**src/rtl/eewp_pkg.sv**
```systemverilog
package eewp_pkg;

  localparam int ADDR_W = 13;
  localparam int DATA_W = 8;

  localparam logic [ADDR_W-1:0] KEY_ADDR_HI = 13'h1555;
  localparam logic [ADDR_W-1:0] KEY_ADDR_LO = 13'h0AAA;
  localparam logic [DATA_W-1:0] KEY_FIRST   = 8'hAA;
  localparam logic [DATA_W-1:0] KEY_SECOND  = 8'h55;
  localparam logic [DATA_W-1:0] OP_LOCK     = 8'hA0;
  localparam logic [DATA_W-1:0] OP_PREFREE  = 8'h80;
  localparam logic [DATA_W-1:0] OP_FREE     = 8'h20;

  localparam logic [2:0] STEP_FORK = 3'd2;
  localparam logic [2:0] STEP_LAST = 3'd5;

  typedef enum logic [1:0] {PH_IDLE, PH_LOAD, PH_BUSY} phase_t;

  // does (a,d) continue the sequence from the given step
  function automatic logic step_ok(logic [2:0] step, logic [ADDR_W-1:0] a,
                                   logic [DATA_W-1:0] d);
    case (step)
      3'd0, 3'd3: return (a == KEY_ADDR_HI) && (d == KEY_FIRST);
      3'd1, 3'd4: return (a == KEY_ADDR_LO) && (d == KEY_SECOND);
      3'd2:       return (a == KEY_ADDR_HI) && ((d == OP_LOCK) || (d == OP_PREFREE));
      3'd5:       return (a == KEY_ADDR_HI) && (d == OP_FREE);
      default:    return 1'b0;
    endcase
  endfunction

  function automatic logic [DATA_W-1:0] poll_word(logic [DATA_W-1:0] last, logic tog);
    return {~last[7], tog, last[5:0]};
  endfunction

endpackage

```
**src/rtl/eewp_cmd_detect.sv**
```systemverilog
module eewp_cmd_detect import eewp_pkg::*; #(
  parameter int PAGE_WIN_CYC = 30000
) (
  input  logic              clk,
  input  logic              rst_n,
  input  logic              wr_ok,
  input  logic [ADDR_W-1:0] addr,
  input  logic [DATA_W-1:0] data,
  output logic              cmd_hit,
  output logic              lock_done,
  output logic              free_done
);
  localparam int GW = $clog2(PAGE_WIN_CYC + 1);
  localparam logic [GW-1:0] GAP_LIM = GW'(PAGE_WIN_CYC - 1);

  logic [2:0]    step_q, step_d;
  logic [GW-1:0] gap_q;
  logic          cont, restart, gap_out;

  always_comb begin
    cont      = step_ok(step_q, addr, data);
    restart   = (addr == KEY_ADDR_HI) && (data == KEY_FIRST);
    cmd_hit   = wr_ok && (cont || restart);
    lock_done = wr_ok && cont && (step_q == STEP_FORK) && (data == OP_LOCK);
    free_done = wr_ok && cont && (step_q == STEP_LAST);
    gap_out   = (step_q != 3'd0) && (gap_q == GAP_LIM);
    step_d    = step_q;
    if (wr_ok) begin
      if (lock_done || free_done) step_d = 3'd0;
      else if (cont)              step_d = step_q + 3'd1;
      else if (restart)           step_d = 3'd1;
      else                        step_d = 3'd0;
    end else if (gap_out) begin
      step_d = 3'd0;
    end
  end

  always_ff @(posedge clk or negedge rst_n) begin
    if (!rst_n) begin
      step_q <= 3'd0;
      gap_q  <= '0;
    end else begin
      step_q <= step_d;
      if (wr_ok || step_q == 3'd0) gap_q <= '0;
      else if (!gap_out)           gap_q <= gap_q + 1'b1;
    end
  end

  assert_done_exclusive_R4: assert property (@(posedge clk) disable iff (!rst_n)
    $onehot0({lock_done, free_done}));

  assert_gap_idle_R8: assert property (@(posedge clk) disable iff (!rst_n)
    (gap_out && !wr_ok) |=> (step_q == 3'd0));

endmodule

```
**src/rtl/eewp_cycle_timer.sv**
```systemverilog
module eewp_cycle_timer import eewp_pkg::*; #(
  parameter int PAGE_WIN_CYC = 30000,
  parameter int WRITE_CYC    = 2000000
) (
  input  logic clk,
  input  logic rst_n,
  input  logic kick,
  input  logic blocked,
  output logic loading,
  output logic busy
);
  localparam int MAXC = (WRITE_CYC > PAGE_WIN_CYC) ? WRITE_CYC : PAGE_WIN_CYC;
  localparam int CW   = $clog2(MAXC + 1);
  localparam logic [CW-1:0] WIN_END = CW'(PAGE_WIN_CYC - 1);
  localparam logic [CW-1:0] WC_LOAD = CW'(WRITE_CYC - 1);

  phase_t        phase_q;
  logic [CW-1:0] cnt_q;

  always_ff @(posedge clk or negedge rst_n) begin
    if (!rst_n) begin
      phase_q <= PH_IDLE;
      cnt_q   <= '0;
    end else begin
      case (phase_q)
        PH_IDLE: begin
          if (kick) begin
            phase_q <= PH_LOAD;
            cnt_q   <= '0;
          end else if (blocked) begin
            phase_q <= PH_BUSY;
            cnt_q   <= WC_LOAD;
          end
        end
        PH_LOAD: begin
          if (kick) begin
            cnt_q <= '0;
          end else if (cnt_q == WIN_END) begin
            phase_q <= PH_BUSY;
            cnt_q   <= WC_LOAD;
          end else begin
            cnt_q <= cnt_q + 1'b1;
          end
        end
        PH_BUSY: begin
          if (cnt_q == '0) phase_q <= PH_IDLE;
          else             cnt_q   <= cnt_q - 1'b1;
        end
        default: phase_q <= PH_IDLE;
      endcase
    end
  end

  assign loading = (phase_q == PH_LOAD);
  assign busy    = (phase_q == PH_BUSY);

  assert_busy_bound_R6: assert property (@(posedge clk) disable iff (!rst_n)
    busy |-> (cnt_q <= WC_LOAD));

  assert_window_close_R8: assert property (@(posedge clk) disable iff (!rst_n)
    (loading && !kick && cnt_q == WIN_END) |=> busy);

endmodule

```
**src/rtl/eewp_poll.sv**
```systemverilog
module eewp_poll import eewp_pkg::*; (
  input  logic              clk,
  input  logic              rst_n,
  input  logic              wr_ok,
  input  logic [DATA_W-1:0] wdata,
  input  logic              rd_evt,
  input  logic              busy,
  input  logic [DATA_W-1:0] arr_rdata,
  output logic [DATA_W-1:0] rdata
);
  logic [DATA_W-1:0] last_q;
  logic              tog_q;

  always_ff @(posedge clk or negedge rst_n) begin
    if (!rst_n) begin
      last_q <= '0;
      tog_q  <= 1'b0;
    end else begin
      if (wr_ok)  last_q <= wdata;
      if (rd_evt) tog_q  <= ~tog_q;
    end
  end

  assign rdata = busy ? poll_word(last_q, tog_q) : arr_rdata;

  assert_toggle_R7: assert property (@(posedge clk) disable iff (!rst_n)
    rd_evt |=> (tog_q != $past(tog_q)));

  assert_last_frozen_R10: assert property (@(posedge clk) disable iff (!rst_n)
    (busy && $past(busy)) |-> $stable(last_q));

endmodule

```
**src/rtl/eeprom_wprot_ctrl.sv**
```systemverilog
module eeprom_wprot_ctrl import eewp_pkg::*; #(
  parameter int PAGE_WIN_CYC = 30000,
  parameter int WRITE_CYC    = 2000000
) (
  input  logic              clk,
  input  logic              rst_n,
  input  logic              flag_rst_n,
  input  logic              ce_n,
  input  logic              oe_n,
  input  logic              we_n,
  input  logic [ADDR_W-1:0] addr,
  input  logic [DATA_W-1:0] wdata,
  output logic [DATA_W-1:0] rdata,
  output logic              arr_we,
  output logic [ADDR_W-1:0] arr_waddr,
  output logic [DATA_W-1:0] arr_wdata,
  output logic [ADDR_W-1:0] arr_raddr,
  input  logic [DATA_W-1:0] arr_rdata
);
  logic we_q, oe_q;
  logic wr_evt, rd_evt, wr_ok;
  logic cmd_hit, lock_done, free_done;
  logic loading, busy;
  logic store, blocked, kick;
  logic prot_q;

  always_ff @(posedge clk or negedge rst_n) begin
    if (!rst_n) begin
      we_q <= 1'b1;
      oe_q <= 1'b1;
    end else begin
      we_q <= we_n;
      oe_q <= oe_n;
    end
  end

  assign wr_evt = !ce_n && oe_n && !we_n && we_q;
  assign rd_evt = !ce_n && !oe_n && we_n && oe_q;
  assign wr_ok  = wr_evt && !busy;

  assign store   = wr_ok && !cmd_hit && (!prot_q || loading);
  assign blocked = wr_ok && !cmd_hit && prot_q && !loading;
  assign kick    = store || lock_done || free_done || (cmd_hit && loading);

  eewp_cmd_detect #(.PAGE_WIN_CYC(PAGE_WIN_CYC)) u_detect (
    .clk(clk), .rst_n(rst_n), .wr_ok(wr_ok), .addr(addr), .data(wdata),
    .cmd_hit(cmd_hit), .lock_done(lock_done), .free_done(free_done)
  );

  eewp_cycle_timer #(.PAGE_WIN_CYC(PAGE_WIN_CYC), .WRITE_CYC(WRITE_CYC)) u_timer (
    .clk(clk), .rst_n(rst_n), .kick(kick), .blocked(blocked),
    .loading(loading), .busy(busy)
  );

  eewp_poll u_poll (
    .clk(clk), .rst_n(rst_n), .wr_ok(wr_ok), .wdata(wdata), .rd_evt(rd_evt),
    .busy(busy), .arr_rdata(arr_rdata), .rdata(rdata)
  );

  // protect flag: survives rst_n, cleared only by its own reset
  always_ff @(posedge clk or negedge flag_rst_n) begin
    if (!flag_rst_n)    prot_q <= 1'b0;
    else if (lock_done) prot_q <= 1'b1;
    else if (free_done) prot_q <= 1'b0;
  end

  always_ff @(posedge clk or negedge rst_n) begin
    if (!rst_n) begin
      arr_we    <= 1'b0;
      arr_waddr <= '0;
      arr_wdata <= '0;
    end else begin
      arr_we <= store;
      if (store) begin
        arr_waddr <= addr;
        arr_wdata <= wdata;
      end
    end
  end

  assign arr_raddr = addr;

  assert_no_store_busy_R10: assert property (@(posedge clk) disable iff (!rst_n)
    arr_we |-> !$past(busy));

  assert_cmd_not_stored_R5: assert property (@(posedge clk) disable iff (!rst_n)
    arr_we |-> !$past(cmd_hit));

  assert_inhibit_R3: assert property (@(posedge clk) disable iff (!rst_n)
    arr_we |-> $past(!ce_n && oe_n && !we_n));

  assert_store_allowed_R12: assert property (@(posedge clk) disable iff (!rst_n)
    arr_we |-> $past(!prot_q || loading));

  assert_blocked_starts_timer_R6: assert property (@(posedge clk) disable iff (!rst_n)
    blocked |=> busy);

  assert_flag_by_command_R11: assert property (@(posedge clk)
    disable iff (!rst_n || !flag_rst_n)
    !$stable(prot_q) |-> $past(lock_done || free_done));

endmodule

```
**config.mk**
```make
export PLATFORM = sky130hd
export DESIGN_NAME = eeprom_wprot_ctrl
export DESIGN_NICKNAME = d
export VERILOG_FILES = /design/src/rtl/eewp_pkg.sv /design/src/rtl/eewp_cmd_detect.sv /design/src/rtl/eewp_cycle_timer.sv /design/src/rtl/eewp_poll.sv /design/src/rtl/eeprom_wprot_ctrl.sv
export SDC_FILE = /design/constraint.sdc
export NUM_CORES = 1
export LEC_CHECK = 0
export ABC_AREA = 1
export BUFFER_PORTS_ARGS = -buffer_cell sky130_fd_sc_hd__buf_4
export CAP_MARGIN = 20
export CORE_MARGIN = 4
export CORE_UTILIZATION = 55
export DETAILED_ROUTE_END_ITERATION = 10
export GPL_TIMING_DRIVEN = 0
export HOLD_SLACK_MARGIN = 0.15
export PLACE_DENSITY = 0.76
export SETUP_SLACK_MARGIN = 0.3
export SLEW_MARGIN = 20
export SYNTH_ARGS = -nofsm -noshare
export SYNTH_HDL_FRONTEND = slang
export SYNTH_HIERARCHICAL = 1
export SYNTH_SLANG_ARGS = --single-unit
```
**constraint.sdc**
```tcl
create_clock -name clk -period 3.25 [get_ports clk]
set_input_delay 0.325 -clock clk [delete_from_list [all_inputs] [get_ports clk]]
set_output_delay 0.325 -clock clk [all_outputs]
set_load 0.05 [all_outputs]
```
## Word-level counts from Yosys, hierarchy flattened

Cells that the tools add are included.

| cells by class | value |
|---|---|
| add/sub/neg operators | 4 |
| multipliers | 0 |
| div/mod/pow operators | 0 |
| order comparisons | 0 |
| eq/ne operators | 22 |
| shifts and indexed selects | 0 |
| muxes and demuxes | 23 |
| bitwise operators | 2 |
| reductions and logical operators | 48 |

Operator list:

| cell | count |
|---|---|
| 21-bit 2-to-1 mux | 5 |
| 21-bit case mux with 3 select lines | 1 |
| 15-bit 2-to-1 mux | 2 |
| 8-bit == test (second input constant) | 3 |
| 1-bit logical AND | 22 |
| 21-bit by 1-bit adder with 21-bit output (second input constant) | 1 |
| 21-bit by 15-bit == test with 1-bit output (second input constant) | 1 |
| 21-bit logical NOT | 1 |
| 21-bit by 1-bit subtractor with 21-bit output (second input constant) | 1 |
| 15-bit by 1-bit adder with 15-bit output (second input constant) | 1 |
| 15-bit == test (second input constant) | 1 |
| 13-bit by 12-bit == test with 1-bit output (second input constant) | 1 |
| 13-bit == test (second input constant) | 1 |
| 3-bit 2-to-1 mux | 4 |
| 2-bit 2-to-1 mux | 5 |
| 8-bit by 6-bit == test with 1-bit output (second input constant) | 1 |
| 8-bit by 7-bit == test with 1-bit output (second input constant) | 1 |
| 1-bit logical OR | 8 |
| 8-bit 2-to-1 mux | 1 |
| 1-bit logical NOT | 7 |
| 3-bit by 2-bit == test with 1-bit output (second input constant) | 2 |
| 3-bit == test (second input constant) | 2 |
| 2-bit != test (second input constant) | 3 |
| 2-bit case mux with 3 select lines | 1 |
| other kinds (16) | 23 |

| storage, ports and cells | value |
|---|---|
| bits in registers | 75 |
| latch bits | 0 |
| bits in writable memories | 0 |
| memory bits (read-only) | 0 |
| input port bits | 35 |
| output and inout bits | 43 |
| logic and storage cells | 111 |
| memories kept | 0 |

## Logic depth before layout (Yosys ltp)

Gate-level depths: netlist of the first run.

| depth | value |
|---|---|
| word-level depth | 14 |
| gate-level depth with buffers | 22 |
| mapped depth without buffers | 20 |

## By module

The synthesis of the first run kept the hierarchy.

By module, submodules not included:

| module | instances | cells each | area an instance (um^2) | sequential area each (um^2) |
|---|---|---|---|---|
| eewp_cycle_timer | 1 | 435 | 2527.4 | 575.6 |
| eewp_cmd_detect | 1 | 197 | 1431.4 | 450.4 |
| eeprom_wprot_ctrl | 1 | 130 | 1213.7 | 628.1 |
| eewp_poll | 1 | 63 | 421.7 | 200.2 |

## Worst setup path before layout of the first run

OpenSTA, ideal clock, no wires.

| timing path | value |
|---|---|
| path type | reg2reg |
| start | reg u_timer.phase_q[0] |
| end | reg u_timer.cnt_q[2] |
| library setup time | 0.065 ns |
| arrival time | 2.705 ns |
| required time | 3.185 ns |
| path slack | 0.480 ns |
| stages on the path, launching flop included | 20 |
| buffers on the path | 2 |
| clock period less this slack | 2.770 ns |
| cells stage by stage | dfrtp_1 > inv_1 > ha_1 > inv_1 > nand3_2 > nor2_4 > buf_6 > nand3_1 > nand2_4 > inv_2 > nand4_4 > buf_6 > nand3_1 > nor2_2 > inv_1 > a21oi_1 > o21ai_0 > o211ai_1 > nand2_1 > nand2_1 |

| between the ends | value |
|---|---|
| word-level cells in the longest chain between the ends | 12 |
| elaborated cells on any way between the ends | 28 |
| classes of those cells | 4 x eq/ne; 3 x mux; 21 x reduce/logical |

Ends and longest elaborated chain:

| what | RTL line | RTL |
|---|---|---|
| start, declared | eewp_cycle_timer.sv:17 | `phase_t phase_q;` |
| start signal, assigned | eewp_cycle_timer.sv:22 | `phase_q <= PH_IDLE;` |
| start signal, assigned | eewp_cycle_timer.sv:28 | `phase_q <= PH_LOAD;` |
| start signal, assigned | eewp_cycle_timer.sv:31 | `phase_q <= PH_BUSY;` |
| 2-bit == test * | eewp_cycle_timer.sv:55 | `assign busy = (phase_q == PH_BUSY);` |
| net busy | eeprom_wprot_ctrl.sv:23 | `logic loading, busy;` |
| 1-bit logical NOT * | eeprom_wprot_ctrl.sv:39 | `assign wr_ok = wr_evt && !busy;` |
| 1-bit logical AND * | eeprom_wprot_ctrl.sv:39 |  |
| net wr_ok | eeprom_wprot_ctrl.sv:21 | `logic wr_evt, rd_evt, wr_ok;` |
| 1-bit logical AND * | eewp_cmd_detect.sv:23 | `cmd_hit = wr_ok && (cont \|\| restart);` |
| net cmd_hit | eeprom_wprot_ctrl.sv:22 | `logic cmd_hit, lock_done, free_done;` |
| 1-bit logical NOT | eeprom_wprot_ctrl.sv:41 | `assign store = wr_ok && !cmd_hit && (!prot_q \|\| loading);` |
| 1-bit logical AND (2 in series) | eeprom_wprot_ctrl.sv:41 |  |
| 1-bit logical OR (2 in series) | eeprom_wprot_ctrl.sv:43 | `assign kick = store \|\| lock_done \|\| free_done \|\| (cmd_hit && loading);` |
| 1-bit logical OR * | eeprom_wprot_ctrl.sv:43 |  |
| net kick | eeprom_wprot_ctrl.sv:24 | `logic store, blocked, kick;` |
| 3-bit != test (no line) (tied with other cells) | - |  |
| 3-bit AND reduction (no line) or 21-bit case mux with 3 select lines (tied branches) | - |  |
| end signal, assigned | eewp_cycle_timer.sv:42 | `cnt_q <= cnt_q + 1'b1;` |
| end signal, assigned | eewp_cycle_timer.sv:47 | `else cnt_q <= cnt_q - 1'b1;` |
| end, declared | eewp_cycle_timer.sv:18 | `logic [CW-1:0] cnt_q;` |

Mark *: on every way through the listed nets, which the timed path passes. The rest lies on a longest branch.
A chain may end at the register's enable or synchronous reset.

## Final worst setup path of the first run

| timing path | value |
|---|---|
| start | reg u_detect.step_q[0] |
| end | reg u_timer.cnt_q[10] |

| between the ends | value |
|---|---|
| elaborated cells on any way between the ends | 29 |
| classes of those cells | 6 x eq/ne; 4 x mux; 19 x reduce/logical |

RTL lines:

| what | RTL line | RTL |
|---|---|---|
| start, declared | eewp_cmd_detect.sv:16 | `logic [2:0] step_q, step_d;` |
| start signal, assigned | eewp_cmd_detect.sv:43 | `step_q <= step_d;` |
| 3-bit by 1-bit == test with 1-bit output (tied with other cells) | eewp_pkg.sv:22 | `case (step)` |
| 2-bit OR reduction | eewp_pkg.sv:22 |  |
| 1-bit case mux with 4 select lines * | eewp_pkg.sv:22 |  |
| 1-bit logical OR * | eewp_cmd_detect.sv:23 |  |
| 1-bit logical AND * | eewp_cmd_detect.sv:23 |  |
| net cmd_hit | eeprom_wprot_ctrl.sv:22 |  |
| 1-bit logical NOT * | eeprom_wprot_ctrl.sv:42 | `assign blocked = wr_ok && !cmd_hit && prot_q && !loading;` |
| 1-bit logical AND * (3 in series) | eeprom_wprot_ctrl.sv:42 |  |
| net blocked | eeprom_wprot_ctrl.sv:24 |  |
| 3-bit != test (no line) * | - |  |
| 3-bit AND reduction (no line) * | - |  |

Marks and branches as above.

==> impl_metrics.ini, run 1 <==
[power]
switching_power_uw = 2510
p_sw_frac = 0.505
p_leak_uw = 0.00343
p_int_uw = 2460
power_frac_comb = 0.578
p_per_area_mw_per_mm2 = 735
p_clk_frac = 0.142
ir_drop_mv = 0.433
power_frac_seq = 0.279

[cells_and_area]
final_common_cell = nand2_1
layout-drive-gt1-share = 0.238
antenna_cells = 0
layout_common_cells = nand2_1, buf_4, inv_1
final_util = 0.688
finalInstanceArea_mm2 = 0.00676
areaGrowthSynthToFinish_pct = 20.8
final_nets = 976

[setup_path]
cp_top_family = simple AND/OR/NAND/NOR gates
r2r_end = u_timer/cnt_q[10]$_DFFE_PN0P_
path_max_fanout = 10
endpoint_kind = flop
required_ps = 3530
arrival_ps = 3100
cp-endpoint = u_timer/cnt_q[10]$_DFFE_PN0P_
cp_num_buf_inv = 1
reg2reg_depth = 15
critPathLaunchType = flop
crit_slowest_cell = nor4_1
path_depth = 15
crit_start = u_detect/step_q[0]$_DFFE_PN0P_
worstPathCellList = ha_1 > ha_1 > or2_0 > nand3_2 > nand3_4 > nand3_4 > nand2_4 > nor4_1 > nor3_4 > nor2_4 > nand2_4 > nor2_4 > buf_6 > nand2_1 > nand2_1
regToRegSetupSlack_ps = 440
cpPeakStageDelay_ps = 460
worst-setup-path-type = flop to flop
reg2reg_from = u_detect/step_q[0]$_DFFE_PN0P_

[place]
dp_hpwl_mm = 11.1
dpl_cell_area_mm2 = 0.00634
gp_congestion = 0.965
place_ws_ps = -314
port_buffers = 77

[grt]
grt_pass1_vias = 5264
track_usage = 0.263
grt_pass1_wl_mm = 24.8
grt_max_degree = 74
antenna_found_initial = 0
overflow = 0

[sta]
hold_viol_final = 0
setup_ws_ps = 436
final.setup_skew_ps = 10.0
relSlewSlack = 0.371
period_needed_ps = 2810
worst_slew_pin_slew_ps = 944
post-route-period-util = 0.866
rsz0062_at_grt = false
finalSetupViolations = 0
report.final.slew_viol_count = 0
fmax_ghz = 0.355

[route]
vias = 5647
dr.first_iter.drc_count = 490
dr.pass1.iters = 6
post_drt_via_cell_ratio = 5.30
drtAntennaViolNets = 0
drc_errors = 0
routed_wl_mm = 15.3
wire_per_inst_um = 14.3

[min_path]
hold_class = input pin to flop

[cts]
tritoncts = yes
clk_pin_slew_ps = 80
numCtsBuffers = 9
clockRootBuffer = clkbuf_8
numClockSinks = 74
htree_levels = 3
clk_latency_ps = 350
clock_path_buffers = 2

[synth]
ys_ff_latch = 74
synth_fp_nets = 873
synth_cell_types = 46
seq_area_frac_synth = 0.331
synth_edf_count = 0
syn_inst = 825
synthArstFlopShare = 1.00
synthesis.area_mm2 = 0.00559
synth-main-ff-cell = dfrtp_1
synth_warnings = 6
avgSynthCellArea_um2 = 6.78

[floorplanning]
fp.dieH_um = 109
dieArea_mm2 = 0.0118
core_mm2 = 0.00982
rows = 36
start_util = 0.570
dieWidth_um = 109
pin_count = 78

[flow_run]
maxCapViolCount = 0

[status]
outcome = finished clean
[timing repair]
item	in CTS	in global routing
pin swaps	3	5
setup buffers	3	7
gates resized for setup	13	13
endpoints found under the setup margin	22	21
endpoints found under the hold margin	11	0
gates cloned	0	1
hold buffers	4	0
[synthesized netlist by cell type, types with 5 or more instances]
| library cell | count | share of area |
|---|---|---|
| dfrtp_1 | 72 | 0.32 |
| inv_1 | 81 | 0.054 |
| inv_2 | 10 | 0.0067 |
| nor3_1 | 9 | 0.0081 |
| nor3_2 | 7 | 0.013 |
| o21ai_1 | 10 | 0.0089 |
| nor2_2 | 16 | 0.018 |
| nand4_1 | 37 | 0.041 |
| nand3_1 | 54 | 0.048 |
| nand3_2 | 7 | 0.013 |
| ha_1 | 13 | 0.029 |
| o21ai_0 | 22 | 0.020 |
| xor2_1 | 11 | 0.017 |
| buf_6 | 8 | 0.016 |
| nor2_4 | 5 | 0.010 |
| buf_4 | 18 | 0.024 |
| nand2_2 | 7 | 0.0078 |
| nand2_1 | 296 | 0.20 |
| nor2_1 | 73 | 0.049 |
| a21oi_1 | 12 | 0.011 |
| buf_2 | 17 | 0.015 |
[power by group through the flow]
stage	registers (uW)	clock network [uW]	logic, uW
after floorplan	1810	0	1580
after global placement	1380	0	2700
after detailed placement	1400	0	2740
after CTS	1390	731	2810
after global routing	1420	765	3130
final	1390	707	2870
[flip-flops by register name, indices dropped and copies added (netlist names)]
name             flops
arr_we               1
u_poll/last_q        7
arr_wdata            8
u_timer/cnt_q       21
u_poll/tog_q         1
u_detect/step_q      3
prot_q               1
arr_waddr           13
oe_q                 1
we_q                 1
u_detect/gap_q      15
u_timer/phase_q      2
[metal layers]
metal	share of wire	up-vias	track usage
li1	-	2821	-
met1	0.44	2561	0.374
met2	0.46	243	0.422
met3	0.075	22	0.0332
met4	0.016	0	0.0730
met5	0	-	0
[cell type report]
class	count	area (um2)
inverters	94	354
clock inverters	4	51.3
multi-input cells	613	3160
plain buffers	45	339
clock buffers	12	135
flip-flops and latches	74	1860
well taps	133	166
repair buffers	91	697
fillers	856	3060
[per-stage QoR]
stage | total power [uW] | std cells | TNS (ps) | hold WS, ps
after floorplan | 3380 | 825 | 0 | 29.4
after global placement | 4080 | 1035 | -3190 | 107
after detailed placement | 4140 | 1035 | -4070 | 106
after CTS | 4930 | 1058 | 0 | 188
after global routing | 5320 | 1066 | 0 | 214
final | 4970 | 1066 | 0 | 215
[cell families (layout without fill, tap and decap cells)]
logic type / Yosys count / after routing / synth area share
adder cells (fa/ha/maj): 13 / 13 / 0.0291
AO/OA/AOI/OAI: 56 / 56 / 0.0568
XOR/XNOR: 14 / 14 / 0.0219
buffers and inverters: 139 / 246 / 0.120
AND/OR/NAND/NOR: 529 / 530 / 0.441
flip-flops: 74 / 74 / 0.331
[worst min path at each step]
stage	startpoint	end	slack, ps	cells past startpoint
3_5_place_dp	flag_rst_n	prot_q$_DFFE_PN0P_	110	1
6_report	wdata[3]	u_poll/last_q[3]$_DFFE_PN0P_	220	3
3_3_place_gp	flag_rst_n	prot_q$_DFFE_PN0P_	110	1
5_1_grt	wdata[3]	u_poll/last_q[3]$_DFFE_PN0P_	210	3
4_1_cts	wdata[1]	u_poll/last_q[1]$_DFFE_PN0P_	190	3
2_1_floorplan	rst_n	arr_waddr[0]$_DFFE_PN0P_	30	0
[tightest hold or removal path, stage by stage]
cell     delay [ps]
buf_4           100
nand2_1          50
nand2_1          50
No activity file was read; power rests on OpenSTA's default activity.
==> run 2, diff against run 1 <==
--- a/config.mk
+++ b/config.mk
@@ -6,14 +6,14 @@
 export NUM_CORES = 1
 export LEC_CHECK = 0
 export ABC_AREA = 1
-export BUFFER_PORTS_ARGS = -buffer_cell sky130_fd_sc_hd__buf_4
 export CAP_MARGIN = 20
 export CORE_MARGIN = 4
 export CORE_UTILIZATION = 55
 export DETAILED_ROUTE_END_ITERATION = 10
+export DONT_BUFFER_PORTS = 1
 export GPL_TIMING_DRIVEN = 0
 export HOLD_SLACK_MARGIN = 0.15
-export PLACE_DENSITY = 0.76
+export PLACE_DENSITY = 0.69
 export SETUP_SLACK_MARGIN = 0.3
 export SLEW_MARGIN = 20
 export SYNTH_ARGS = -nofsm -noshare
==> run 2 against run 1 <==
- worst hold slack worse by 45 ps
- power is 3.4% lower
- critical path depth is 2 higher
- combinational power is 24% lower
- routed wire length is 1.5% lower
- global-route usage is 0.25 points higher
- core utilization is 2.5 points lower
- largest cell class unchanged
==> impl_metrics.ini, run 2 (same netlist as run 1, synthesis figures left out) <==
[route]
drc_errors = 0
wire_per_inst_um = 14.8
drtAntennaViolNets = 0
top_layer = met4
routed_wl_mm = 15.1
dr_wl_met2_mm = 7.03
post_drt_via_cell_ratio = 5.31
vias = 5410
routed-wl-met3_mm = 1.10
dr.first_iter.drc_count = 417
wl_met1_mm = 6.58
dr.pass1.iters = 6

[cts]
numClockSinks = 74
clk_latency_ps = 360
clock_path_buffers = 2
htree_levels = 3
numCtsBuffers = 9
clockRootBuffer = clkbuf_8
tritoncts = yes
clk_pin_slew_ps = 90

[cells_and_area]
layout_common_cells = nand2_1, inv_1, dfrtp_1
finalInstanceArea_mm2 = 0.00651
antenna_cells = 0
largest_register = u_timer/cnt_q
areaGrowthSynthToFinish_pct = 16.4
reg_top3 = u_timer/cnt_q: 21 flops, u_detect/gap_q: 15 flops, arr_waddr: 13 flops
final_nets = 929
post_layout_nonfiller_instances = 1019
layout-drive-gt1-share = 0.176
final_common_cell = nand2_1
largest_reg_flops = 21

[sta]
hold_viol_final = 0
final.setup_skew_ps = 9.59
finalSetupViolations = 0
fmax_ghz = 0.349
relSlewSlack = 0.610
period_needed_ps = 2870
rsz0062_at_grt = false
report.final.slew_viol_count = 0
setup-tns-final_ps = 0
post-route-period-util = 0.883
worst_slew_pin_slew_ps = 585

[grt]
overflow = 0
antenna_found_initial = 0
grt_pass1_vias = 5185
grt_max_degree = 74
grt_pass1_wl_mm = 24.7
track_usage = 0.265

[min_path]
hold_class = input pin to flop
holdPathStages = 3
hp-start = oe_n

[floorplanning]
rows = 36
dieArea_mm2 = 0.0118
fp.dieH_um = 109
start_util = 0.570
dieWidth_um = 109
core_mm2 = 0.00982
pin_count = 78

[power]
p_per_area_mw_per_mm2 = 737
p_leak_uw = 0.00322
ir_drop_mv = 0.514

[setup_path]
endpoint_kind = flop
crit_start = u_detect/step_q[0]$_DFFE_PN0P_
regToRegSetupSlack_ps = 380
cpPeakStageDelay_ps = 420
arrival_ps = 3170
path_depth = 17
cp_num_buf_inv = 3
reg2reg_from = u_detect/step_q[0]$_DFFE_PN0P_
critPathLaunchType = flop
cp_top_family = simple AND/OR/NAND/NOR gates
worstPathCellList = inv_1 > ha_2 > nand2_2 > inv_2 > or2_1 > nand3_2 > nand3_4 > nand3_4 > nand2_4 > nor4_2 > nor3_4 > nor2_2 > nand2_2 > nor2_4 > bufbuf_16 > nand2_1 > nand2_1
crit_slowest_cell = dfrtp_1
path_max_fanout = 5
reg2reg_depth = 17
worst-setup-path-type = flop to flop
required_ps = 3550

[flow_run]
maxCapViolCount = 0

[place]
port_buffers = 0
dpl_cell_area_mm2 = 0.00576
dp_hpwl_mm = 10.7
gp_congestion = 0.938
dp_cells = 958

[status]
outcome = finished clean
## run 2: cell count changes in the layout (fill, tap and decap cells not counted), moves of 2 or more
cell           change
inv_1              +3
nor2_2             +2
buf_6              -2
inv_2              -3
clkbuf_1           -3
buf_4             -68
dlygate4sd3_1     +21
## run 2: stage by stage
step,hold slack (ps),util,total power [uW],worst slack (ps)
global placement,29.5,0.587,3760,-361
detailed placement,29.5,0.587,3800,-414
CTS,160,0.655,4770,302
global route,161,0.663,5170,200
finish,170,0.663,4800,381
floorplan,29.4,-,3380,480
## run 2: timing repair
| action | in CTS | in global routing |
|---|---|---|
| endpoints found under the setup margin | 23 | 21 |
| hold endpoints to repair | 104 | 0 |
| gates resized for setup | 16 | 10 |
| buffers inserted | 11 | 6 |
| hold buffers | 26 | 0 |
| pin swaps | 6 | 2 |
| gates cloned | 2 | 0 |
## run 2: worst paths after layout
kind / endpoint
min: u_poll/tog_q$_DFFE_PN0P_
min in group asynchronous: prot_q$_DFFE_PN0P_
max: u_timer/cnt_q[15]$_DFFE_PN0P_
max in group asynchronous: oe_q$_DFF_PN1_
min reg2reg: u_poll/last_q[0]$_DFFE_PN0P_
max reg2reg: u_timer/cnt_q[15]$_DFFE_PN0P_
## run 2: final cells by class
type,instances,area [um2]
clock buffer,10,138
sequential,74,1850
inverter,94,357
fill,908,3310
tap,133,166
multi-input combinational,612,3140
timing repair buffer,45,445
buffer,45,343
clock inverter,6,65.1
## run 2: power by group
group	switching [uW]	internal, uW	leakage [uW]
registers	673	1180	0.000957
logic	1430	758	0.00216
clock network	373	377	0.000103
total	2480	2320	0.00322
## run 2: layer usage
metal | vias to the layer above | global-route usage
met5 | - | 0
met4 | 0 | 0.103
met3 | 36 | 0.0663
met2 | 178 | 0.432
met1 | 2470 | 0.339
li1 | 2726 | -
## run 2: worst min-delay path: cells and delay by family
family | cells | cell delay, ps
simple gates | 3 | 170
==> run 3, diff against run 2 <==
==> constraint.sdc (replaced) <==
create_clock -name clk -period 3.25 [get_ports clk]
set_input_delay 0.65 -clock clk [delete_from_list [all_inputs] [get_ports clk]]
set_output_delay 0.65 -clock clk [all_outputs]
set_load 0.05 [all_outputs]
==> run 3 against run 2 <==
- worst hold slack got worse by 22 ps
- routed wire length is 3.2% lower
- clock skew about the same
- count of clock-buffer cells in the layout did not move
- critical path depth down 1
- critical endpoint unchanged
- largest power group unchanged
- highest routed layer unchanged
==> impl_metrics.ini, run 3 (same netlist as run 1, synthesis figures left out) <==
[route]
post_drt_via_cell_ratio = 5.29
dr.first_iter.drc_count = 433
wire_per_inst_um = 14.6
dr.pass1.iters = 5
drc_errors = 0
vias = 5272
drtAntennaViolNets = 0
routed_wl_mm = 14.6

[cts]
clockRootBuffer = clkbuf_8
tritoncts = yes
clk_latency_ps = 360
numClockSinks = 74
clock_path_buffers = 2
htree_levels = 3
numCtsBuffers = 9
clk_pin_slew_ps = 80

[setup_path]
path_max_fanout = 5
critPathLaunchType = flop
arrival_ps = 3170
endpoint_kind = flop
reg2reg_from = u_detect/step_q[0]$_DFFE_PN0P_
regToRegSetupSlack_ps = 380
crit_start = u_detect/step_q[0]$_DFFE_PN0P_
worst-setup-path-type = flop to flop
required_ps = 3550

[sta]
worst_slew_pin_slew_ps = 582
rsz0062_at_grt = false
setup-tns-final_ps = 0
period_needed_ps = 2870
finalSetupViolations = 0
hold_viol_final = 0
final.setup_skew_ps = 10.0
post-route-period-util = 0.884
setup_ws_ps = 378
relSlewSlack = 0.612
fmax_ghz = 0.348
report.final.slew_viol_count = 0

[place]
dpl_cell_area_mm2 = 0.00576
place_ws_ps = -414
dp_cells = 958
gp_congestion = 0.938
port_buffers = 0
dp_hpwl_mm = 10.7

[grt]
grt_pass1_vias = 5078
track_usage = 0.258
grt_pass1_wl_mm = 24.0
overflow = 0
grt_max_degree = 74
antenna_found_initial = 0

[cells_and_area]
areaGrowthSynthToFinish_pct = 12.5
reg_top3 = u_timer/cnt_q: 21 flops, u_detect/gap_q: 15 flops, arr_waddr: 13 flops
finalInstanceArea_mm2 = 0.00629
layout-drive-gt1-share = 0.185
final_common_cell = nand2_1
largest_reg_flops = 21
antenna_cells = 0
layout_common_cells = nand2_1, inv_1, dfrtp_1
post_layout_nonfiller_instances = 996
final_nets = 906
largest_register = u_timer/cnt_q

[floorplanning]
dieArea_mm2 = 0.0118
fp.dieH_um = 109
start_util = 0.570
dieWidth_um = 109
core_mm2 = 0.00982
rows = 36
pin_count = 78

[power]
p_leak_uw = 0.00313
p_per_area_mw_per_mm2 = 757
ir_drop_mv = 0.504

[flow_run]
maxCapViolCount = 0

[min_path]
hold_class = input pin to async pin

[status]
outcome = finished clean
-- run 3: report_power, final --
| group | leakage [uW] | internal (uW) | switching (uW) | total, uW |
|---|---|---|---|---|
| clock network | 0.000103 | 377 | 368 | 745 |
| logic | 0.00207 | 740 | 1420 | 2160 |
| registers | 0.000957 | 1180 | 672 | 1860 |
-- run 3: critical path, stage by stage, from the launching register on --
cell,delay (ps)
dfrtp_1,440
buf_4,160
ha_1,210
o211ai_1,180
nor2_1,70
nand2_1,120
nand3_4,110
nand3_4,120
nand2_4,110
nor4_2,400
nor3_4,80
nor2_2,140
nand2_2,100
nor2_4,170
bufbuf_16,290
nand2_1,50
nand2_1,50
-- run 3: final timing paths --
check	to	cells past startpoint
max in group asynchronous	prot_q$_DFFE_PN0P_	1
min	u_timer/cnt_q[9]$_DFFE_PN0P_	1
min reg2reg	u_poll/last_q[0]$_DFFE_PN0P_	2
max	u_timer/cnt_q[15]$_DFFE_PN0P_	16
min in group clk	we_q$_DFF_PN1_	0
max reg2reg	u_timer/cnt_q[15]$_DFFE_PN0P_	16
-- run 3: final cells by class --
| cell class | count | area [um2] |
|---|---|---|
| fill | 944 | 3530 |
| multi-input combinational | 612 | 3160 |
| sequential | 74 | 1850 |
| inverter | 94 | 357 |
| buffer | 45 | 343 |
| timing repair buffer | 22 | 213 |
| tap | 133 | 166 |
| clock buffer | 10 | 138 |
| clock inverter | 6 | 65.1 |
-- run 3: per-stage QoR --
step                power [uW]  hold slack [ps]   util
floorplan                 3380              354      -
global placement          3760              354  0.587
detailed placement        3800              354  0.587
CTS                       4740              178  0.631
global route              5150              161  0.641
finish                    4760              148  0.641
-- run 3: routing by layer --
layer  vias to the layer above  wire (um)  track usage
met5                         -          0            0
met4                         0        334       0.0956
met3                        37       1080       0.0574
met2                       180       6760        0.418
met1                      2379       6410        0.336
li1                       2676          -            -
-- run 3: timing repair --
item | 4_1_cts | 5_1_grt
setup endpoints to repair | 23 | 21
gates resized for setup | 16 | 14
pin swaps | 6 | 6
hold buffers | 2 | 0
endpoints found under the hold margin | 74 | 0
setup buffers | 11 | 7
cloned | 2 | 0
